### src/rtl/ata_tf_pkg.sv
package ata_tf_pkg;
  localparam int unsigned BYTE_W   = 8;
  localparam int unsigned ADDR_W   = 3;
  localparam int unsigned FIFO_DEP = 2;
  localparam int unsigned NUM_FIFO = 3;

  // command block offsets
  localparam logic [ADDR_W-1:0] CMD_FEAT  = 3'd1;
  localparam logic [ADDR_W-1:0] FIFO_BASE = 3'd2;
  localparam logic [ADDR_W-1:0] CMD_DEVH  = 3'd5;
  localparam logic [ADDR_W-1:0] CMD_STAT  = 3'd7;
  // control block offset
  localparam logic [ADDR_W-1:0] CTL_DEVC  = 3'd2;

  // control bit positions
  localparam int unsigned DC_HOB  = 7;
  localparam int unsigned DC_SRST = 2;
  localparam int unsigned DC_NIEN = 1;
  // status busy bit
  localparam int unsigned ST_BSY  = 7;

  function automatic logic [ADDR_W-1:0] fifo_offset(input int unsigned idx);
    return FIFO_BASE + ADDR_W'(idx);
  endfunction
endpackage

### src/rtl/tf_byte_fifo.sv
module tf_byte_fifo #(
  parameter int unsigned W     = 8,
  parameter int unsigned DEPTH = 2
) (
  input  logic         clk,
  input  logic         rst_n,
  input  logic         clr,
  input  logic         wr_en,
  input  logic [W-1:0] wdata,
  input  logic         old_sel,
  output logic [W-1:0] rdata
);
  localparam int unsigned LAST = DEPTH - 1;

  logic [W-1:0] slot_q [DEPTH];
  logic [W-1:0] slot_d [DEPTH];
  logic         slot_en;

  assign slot_en = clr | wr_en;

  always_comb begin
    for (int i = 0; i < DEPTH; i++) slot_d[i] = slot_q[i];
    if (clr) begin
      for (int i = 0; i < DEPTH; i++) slot_d[i] = '0;
    end else if (wr_en) begin
      slot_d[0] = wdata;
      for (int i = 1; i < DEPTH; i++) slot_d[i] = slot_q[i-1];
    end
  end

  always_ff @(posedge clk or negedge rst_n) begin
    if (!rst_n) begin
      for (int i = 0; i < DEPTH; i++) slot_q[i] <= '0;
    end else if (slot_en) begin
      for (int i = 0; i < DEPTH; i++) slot_q[i] <= slot_d[i];
    end
  end

  assign rdata = old_sel ? slot_q[LAST] : slot_q[0];

  // newest byte moves one slot up on a write
  generate
    if (DEPTH > 1) begin : g_shift_chk
      p_fifo_shift_r2: assert property (@(posedge clk) disable iff (!rst_n)
        (wr_en && !clr) |=> (slot_q[1] == $past(slot_q[0])));
    end
  endgenerate

  p_fifo_clear_r11: assert property (@(posedge clk) disable iff (!rst_n)
    clr |=> (slot_q[0] == '0));
endmodule

### src/rtl/tf_devctl.sv
module tf_devctl (
  input  logic clk,
  input  logic rst_n,
  input  logic ctl_wr,
  input  logic cmd_wr,
  input  logic hob_in,
  input  logic srst_in,
  input  logic nien_in,
  input  logic dev_ready,
  output logic hob,
  output logic srst,
  output logic nien,
  output logic busy
);
  logic hob_q, hob_d, hob_en;
  logic srst_q, nien_q;
  logic bsy_q, bsy_d, bsy_en;

  assign hob_en = ctl_wr | cmd_wr;
  always_comb begin
    hob_d = hob_q;
    if (ctl_wr)      hob_d = hob_in;
    else if (cmd_wr) hob_d = 1'b0;
  end

  // busy stays latched from reset until the device reports ready
  assign bsy_en = srst_q | dev_ready;
  always_comb begin
    bsy_d = bsy_q;
    if (srst_q)         bsy_d = 1'b1;
    else if (dev_ready) bsy_d = 1'b0;
  end

  always_ff @(posedge clk or negedge rst_n) begin
    if (!rst_n) begin
      hob_q  <= 1'b0;
      srst_q <= 1'b0;
      nien_q <= 1'b0;
      bsy_q  <= 1'b0;
    end else begin
      if (hob_en) hob_q <= hob_d;
      if (ctl_wr) begin
        srst_q <= srst_in;
        nien_q <= nien_in;
      end
      if (bsy_en) bsy_q <= bsy_d;
    end
  end

  assign hob  = hob_q;
  assign srst = srst_q;
  assign nien = nien_q;
  assign busy = srst_q | bsy_q;

  p_cmdwr_clears_hob_r4: assert property (@(posedge clk) disable iff (!rst_n)
    (cmd_wr && !ctl_wr) |=> !hob);
  p_srst_held_r7: assert property (@(posedge clk) disable iff (!rst_n)
    (srst && !ctl_wr) |=> srst);
  p_busy_until_ready_r8: assert property (@(posedge clk) disable iff (!rst_n)
    (busy && !dev_ready) |=> busy);
endmodule

### src/rtl/tf_irq.sv
module tf_irq (
  input  logic clk,
  input  logic rst_n,
  input  logic dev_irq,
  input  logic stat_rd,
  input  logic srst,
  input  logic nien,
  output logic pending,
  output logic host_irq
);
  logic pend_q, pend_d, pend_en;

  assign pend_en = srst | dev_irq | stat_rd;
  always_comb begin
    pend_d = pend_q;
    if (srst)         pend_d = 1'b0;
    else if (dev_irq) pend_d = 1'b1;
    else if (stat_rd) pend_d = 1'b0;
  end

  always_ff @(posedge clk or negedge rst_n) begin
    if (!rst_n)       pend_q <= 1'b0;
    else if (pend_en) pend_q <= pend_d;
  end

  assign pending  = pend_q;
  assign host_irq = pend_q & ~nien;

  p_status_read_clears_r10: assert property (@(posedge clk) disable iff (!rst_n)
    (stat_rd && !dev_irq && !srst) |=> !pending);
  p_srst_drops_irq_r11: assert property (@(posedge clk) disable iff (!rst_n)
    srst |=> !host_irq);
  p_pulse_sets_r10: assert property (@(posedge clk) disable iff (!rst_n)
    (dev_irq && !srst) |=> pending);
endmodule

### src/rtl/ata_taskfile_regs.sv
module ata_taskfile_regs
  import ata_tf_pkg::*;
(
  input  logic              clk,
  input  logic              rst_n,
  input  logic              acc_stb,
  input  logic              acc_wr,
  input  logic              acc_ctl,
  input  logic [ADDR_W-1:0] acc_addr,
  input  logic [BYTE_W-1:0] acc_wdata,
  output logic [BYTE_W-1:0] acc_rdata,
  input  logic [BYTE_W-1:0] dev_status,
  input  logic              dev_ready,
  input  logic              dev_irq,
  output logic              host_irq,
  output logic              dev_srst
);
  logic cmd_wr, cmd_rd, ctl_wr, ctl_rd;
  logic devc_wr, stat_rd, alt_rd;
  logic hob, srst, nien, busy, pending;
  logic [BYTE_W-1:0] status_val;
  logic [BYTE_W-1:0] fifo_rd [NUM_FIFO];
  logic [BYTE_W-1:0] feat_q, feat_d, devh_q;
  logic              feat_en, devh_en;
  logic [BYTE_W-1:0] rd_mux, rdata_q;

  assign cmd_wr  = acc_stb &  acc_wr & ~acc_ctl;
  assign cmd_rd  = acc_stb & ~acc_wr & ~acc_ctl;
  assign ctl_wr  = acc_stb &  acc_wr &  acc_ctl;
  assign ctl_rd  = acc_stb & ~acc_wr &  acc_ctl;
  assign devc_wr = ctl_wr & (acc_addr == CTL_DEVC);
  assign stat_rd = cmd_rd & (acc_addr == CMD_STAT);
  assign alt_rd  = ctl_rd & (acc_addr == CTL_DEVC);

  tf_devctl u_devctl (
    .clk       (clk),
    .rst_n     (rst_n),
    .ctl_wr    (devc_wr),
    .cmd_wr    (cmd_wr),
    .hob_in    (acc_wdata[DC_HOB]),
    .srst_in   (acc_wdata[DC_SRST]),
    .nien_in   (acc_wdata[DC_NIEN]),
    .dev_ready (dev_ready),
    .hob       (hob),
    .srst      (srst),
    .nien      (nien),
    .busy      (busy)
  );

  tf_irq u_irq (
    .clk      (clk),
    .rst_n    (rst_n),
    .dev_irq  (dev_irq),
    .stat_rd  (stat_rd),
    .srst     (srst),
    .nien     (nien),
    .pending  (pending),
    .host_irq (host_irq)
  );

  generate
    for (genvar g = 0; g < NUM_FIFO; g++) begin : g_fifo
      tf_byte_fifo #(.W(BYTE_W), .DEPTH(FIFO_DEP)) u_fifo (
        .clk     (clk),
        .rst_n   (rst_n),
        .clr     (srst),
        .wr_en   (cmd_wr & (acc_addr == fifo_offset(g))),
        .wdata   (acc_wdata),
        .old_sel (hob),
        .rdata   (fifo_rd[g])
      );
    end
  endgenerate

  // features byte: cleared while reset is held
  assign feat_en = srst | (cmd_wr & (acc_addr == CMD_FEAT));
  assign feat_d  = srst ? '0 : acc_wdata;
  assign devh_en = cmd_wr & (acc_addr == CMD_DEVH);

  always_ff @(posedge clk or negedge rst_n) begin
    if (!rst_n) begin
      feat_q <= '0;
      devh_q <= '0;
    end else begin
      if (feat_en) feat_q <= feat_d;
      if (devh_en) devh_q <= acc_wdata;
    end
  end

  always_comb begin
    status_val         = dev_status;
    status_val[ST_BSY] = dev_status[ST_BSY] | busy;
  end

  always_comb begin
    rd_mux = '0;
    if (acc_ctl) begin
      if (acc_addr == CTL_DEVC) rd_mux = status_val;
    end else begin
      if (acc_addr == CMD_FEAT) rd_mux = feat_q;
      if (acc_addr == CMD_DEVH) rd_mux = devh_q;
      if (acc_addr == CMD_STAT) rd_mux = status_val;
      for (int i = 0; i < NUM_FIFO; i++)
        if (acc_addr == fifo_offset(i)) rd_mux = fifo_rd[i];
    end
  end

  always_ff @(posedge clk or negedge rst_n) begin
    if (!rst_n)                rdata_q <= '0;
    else if (cmd_rd | ctl_rd)  rdata_q <= rd_mux;
  end

  assign acc_rdata = rdata_q;
  assign dev_srst  = srst;

  p_alt_keeps_irq_r10: assert property (@(posedge clk) disable iff (!rst_n)
    (alt_rd && pending && !srst) |=> pending);
  p_status_busy_in_reset_r8: assert property (@(posedge clk) disable iff (!rst_n)
    (stat_rd && dev_srst) |=> acc_rdata[ST_BSY]);
  p_rdata_held_r12: assert property (@(posedge clk) disable iff (!rst_n)
    !(acc_stb && !acc_wr) |=> $stable(acc_rdata));
  p_masked_quiet_r9: assert property (@(posedge clk) disable iff (!rst_n)
    (devc_wr && acc_wdata[DC_NIEN]) |=> !host_irq);
endmodule

### config.mk
export PLATFORM = sky130hd
export DESIGN_NAME = ata_taskfile_regs
export DESIGN_NICKNAME = d
export VERILOG_FILES = /design/src/rtl/ata_tf_pkg.sv /design/src/rtl/tf_byte_fifo.sv /design/src/rtl/tf_devctl.sv /design/src/rtl/tf_irq.sv /design/src/rtl/ata_taskfile_regs.sv
export SDC_FILE = /design/constraint.sdc
export NUM_CORES = 1
export LEC_CHECK = 0
export BUFFER_PORTS_ARGS = -buffer_cell sky130_fd_sc_hd__buf_2
export CAP_MARGIN = 20
export CORE_MARGIN = 4
export CORE_UTILIZATION = 45
export CTS_CLUSTER_DIAMETER = 60
export CTS_CLUSTER_SIZE = 30
export DETAILED_ROUTE_END_ITERATION = 12
export GPL_ROUTABILITY_DRIVEN = 0
export SLEW_MARGIN = 20
export SYNTH_ARGS = -nofsm -noshare
export SYNTH_HDL_FRONTEND = slang
export SYNTH_HIERARCHICAL = 1
export SYNTH_SLANG_ARGS = --single-unit
### constraint.sdc
create_clock -name clk -period 2.04 [get_ports clk]
set_input_delay 0.204 -clock clk [delete_from_list [all_inputs] [get_ports clk]]
set_output_delay 0.204 -clock clk [all_outputs]
set_load 0.01 [all_outputs]
==> impl_metrics.ini <==
[route]
drt-initial-drc-count = 102
routedWlPerCell_microns = 18.3
wirelength_microns = 9260
vias = 2791
firstDrtPassIters = 4
postRouteAntennaNets = 0
drc_errors = 0
vias_per_cell = 5.50

[finish]
fin_nets = 421
area_delta_synth_final_pct = 13.1
diodes = 0
drive_above_1_share_pct = 29.6
postLayoutCoreUtil_pct = 51.9
final_cell_count_no_fill = 507

[outcome]
outcome = completed

[sta]
finalSetupTns_ps = 0
setup_viol = 0
tightest_slew_ps = 632
finalHoldViolCount = 0
finalCritPeriodShare_pct = 89.9
rsz0062_at_grt = false
drv_slew = 0
setup_slack_ps = 206
max-slew-margin-rel_pct = 57.9
max_freq_ghz = 0.545
fin_crit_ps = 1830
skew_ps = 7.23

[cts]
clockBufferDepth = 2
cts_sinks = 77
root_buffer = clkbuf_8
cts_setup_buffers = 0
clock_latency_ps = 350
cts_hold_buffers = 1
tritoncts = done
cts.repair.resized = 0
clk_pin_slew_worst_paths_ps = 80
cts_buffers = 9
h-tree-depth = 3

[yosys]
synth_cell_types = 38
ys_ff_latch = 77
yosys.area.top_type_share_pct = 48.4
syn_area_sq_mm = 0.00398
synth_largest_area_cell = dfrtp_1
ys_async_sr_fraction_pct = 100
yosys_warnings = 6
avgSynthCellArea_sq_um = 11.2
synth.most_common_cell = dfrtp_1
syn_nets = 382
synth_enable_flop_cells = 0
ys_top_cells_by_count = 77 x dfrtp_1, 62 x nor2_1, 58 x mux2i_1, 38 x mux2_2, 13 x buf_2
ys.flop_type = dfrtp_1
ys_top_cells_by_area = dfrtp_1 48%, mux2i_1 15%, mux2_2 11%
yosysSeqAreaShare_pct = 48.4
synthesis.instances = 356

[setup_path]
crit_family = multiplexers
cpPeakStageDelay_ps = 380
crit_buf_inv = 1
cp.arrival_ps = 2030
path_cells = buf_12 -> mux2_2 -> mux2_2 -> a221oi_1 -> o221ai_1
crit_path_start_kind = flip-flop
critPathRequiredTime_ps = 2240
r2r_setup_slack_ps = 210
crit_slowest_cell = dfrtp_1
endpoint_kind = flip-flop
crit_type = reg2reg
critPathMostFrequentCell = mux2_2
critPathMaxFanout = 25

[flow_run]
maxCapViolations = 0

[pwr]
leakagePower_nw = 2.11
irDropWorstVdd_mv = 0.378
power_density_mw_per_mm2 = 760

[global_routing]
grt_max_degree = 61
grt_pass1_wl_microns = 15600
grt_overflow = 0
grt.total_usage_pct = 19.4
antenna_found_initial = 0
first_global_vias = 2856

[floorplan]
core_sq_mm = 0.00868
die_area_sq_mm = 0.0104
num_rows = 34
die_height_microns = 102
ios = 36
die_x_microns = 102
start_util_pct = 45.8

[place]
dp_cells = 491
dp_hpwl_microns = 6350
port-buffer-count = 35
pre_cts_slack_ps = 179

[hold_path]
hold_class = in2reg
## cell type report
type                            instances  area (sq um)
Tap cell                              108           135
Sequential cell                        77          1930
Fill cell                             806          4180
Clock buffer                           12           155
Clock inverter                          3          45.0
Inverter                               10          37.5
Multi-Input combinational cell        240          1820
Timing Repair Buffer                   57           383
## layout by cell type (no fill, tap or decap), types with 10 or more instances in the layout
| master | instances |
|---|---|
| mux2_2 | 38 |
| buf_2 | 34 |
| o211ai_1 | 11 |
| clkbuf_8 | 11 |
| mux2i_1 | 58 |
| buf_4 | 19 |
| inv_1 | 10 |
| nor2_1 | 61 |
| nand2_1 | 10 |
| dfrtp_1 | 76 |
## final timing paths
kind                                 from  cells past startpoint                    endpoint
setup / recovery             u_devctl/hob                      5                acc_rdata[2]
hold / removal                    dev_irq                      3               u_irq/pending
setup reg to reg             u_devctl/hob                      5                acc_rdata[2]
hold reg to reg            u_devctl/bsy_q                      1              u_devctl/bsy_q
max in group asynchronous           rst_n                      3  g_fifo[1].u_fifo/slot_q[3]
min in group asynchronous           rst_n                      2  g_fifo[1].u_fifo/slot_q[7]
## registers in the layout, summed over array words and instances, names as in the netlist
| signal | count |
|---|---|
| u_devctl/srst | 1 |
| u_devctl/bsy_q | 1 |
| u_devctl/nien | 1 |
| u_irq/pending | 1 |
| acc_rdata | 8 |
| g_fifo.u_fifo/slot_q | 48 |
| feat_q | 8 |
| u_devctl/hob | 1 |
| devh_q | 8 |
## stage by stage
step / power [mW] / instance area (sq um) / hold WS, ps
floorplan: 2.08 / 3980 / -91.6
global placement: 2.27 / 4290 / 208
detailed placement: 2.29 / 4290 / 213
CTS: 3.46 / 4500 / 76.9
global route: 3.61 / 4500 / 82.5
finish: 3.42 / 4500 / 84.9
## cells by family after synthesis
| family | count (synthesis) | share of synthesized area [%] |
|---|---|---|
| simple gates | 104 | 12.1 |
| mux | 96 | 25.3 |
| flops | 77 | 48.4 |
| compound gates | 40 | 7.89 |
| buf+inv | 39 | 6.26 |
## tightest hold or removal path, stage by stage
cell	delay, ps
buf_2	100
inv_1	50
a21oi_2	40
## power breakdown
part | switching, mW | internal [mW] | total (mW)
Sequential | 0.0740 | 1.65 | 1.72
Clock | 0.543 | 0.626 | 1.17
Combinational | 0.308 | 0.222 | 0.529
Total | 0.924 | 2.50 | 3.42
## routing by layer
metal  wire (microns)  share of wire (%)  global-route usage (%)
met1             4370                 47                    28.8
met2             4320                 47                    28.7
met3              516                5.6                    5.39
met4               50               0.54                    3.73
met5                0                  0                       0
(Power assumes the default switching activity.)
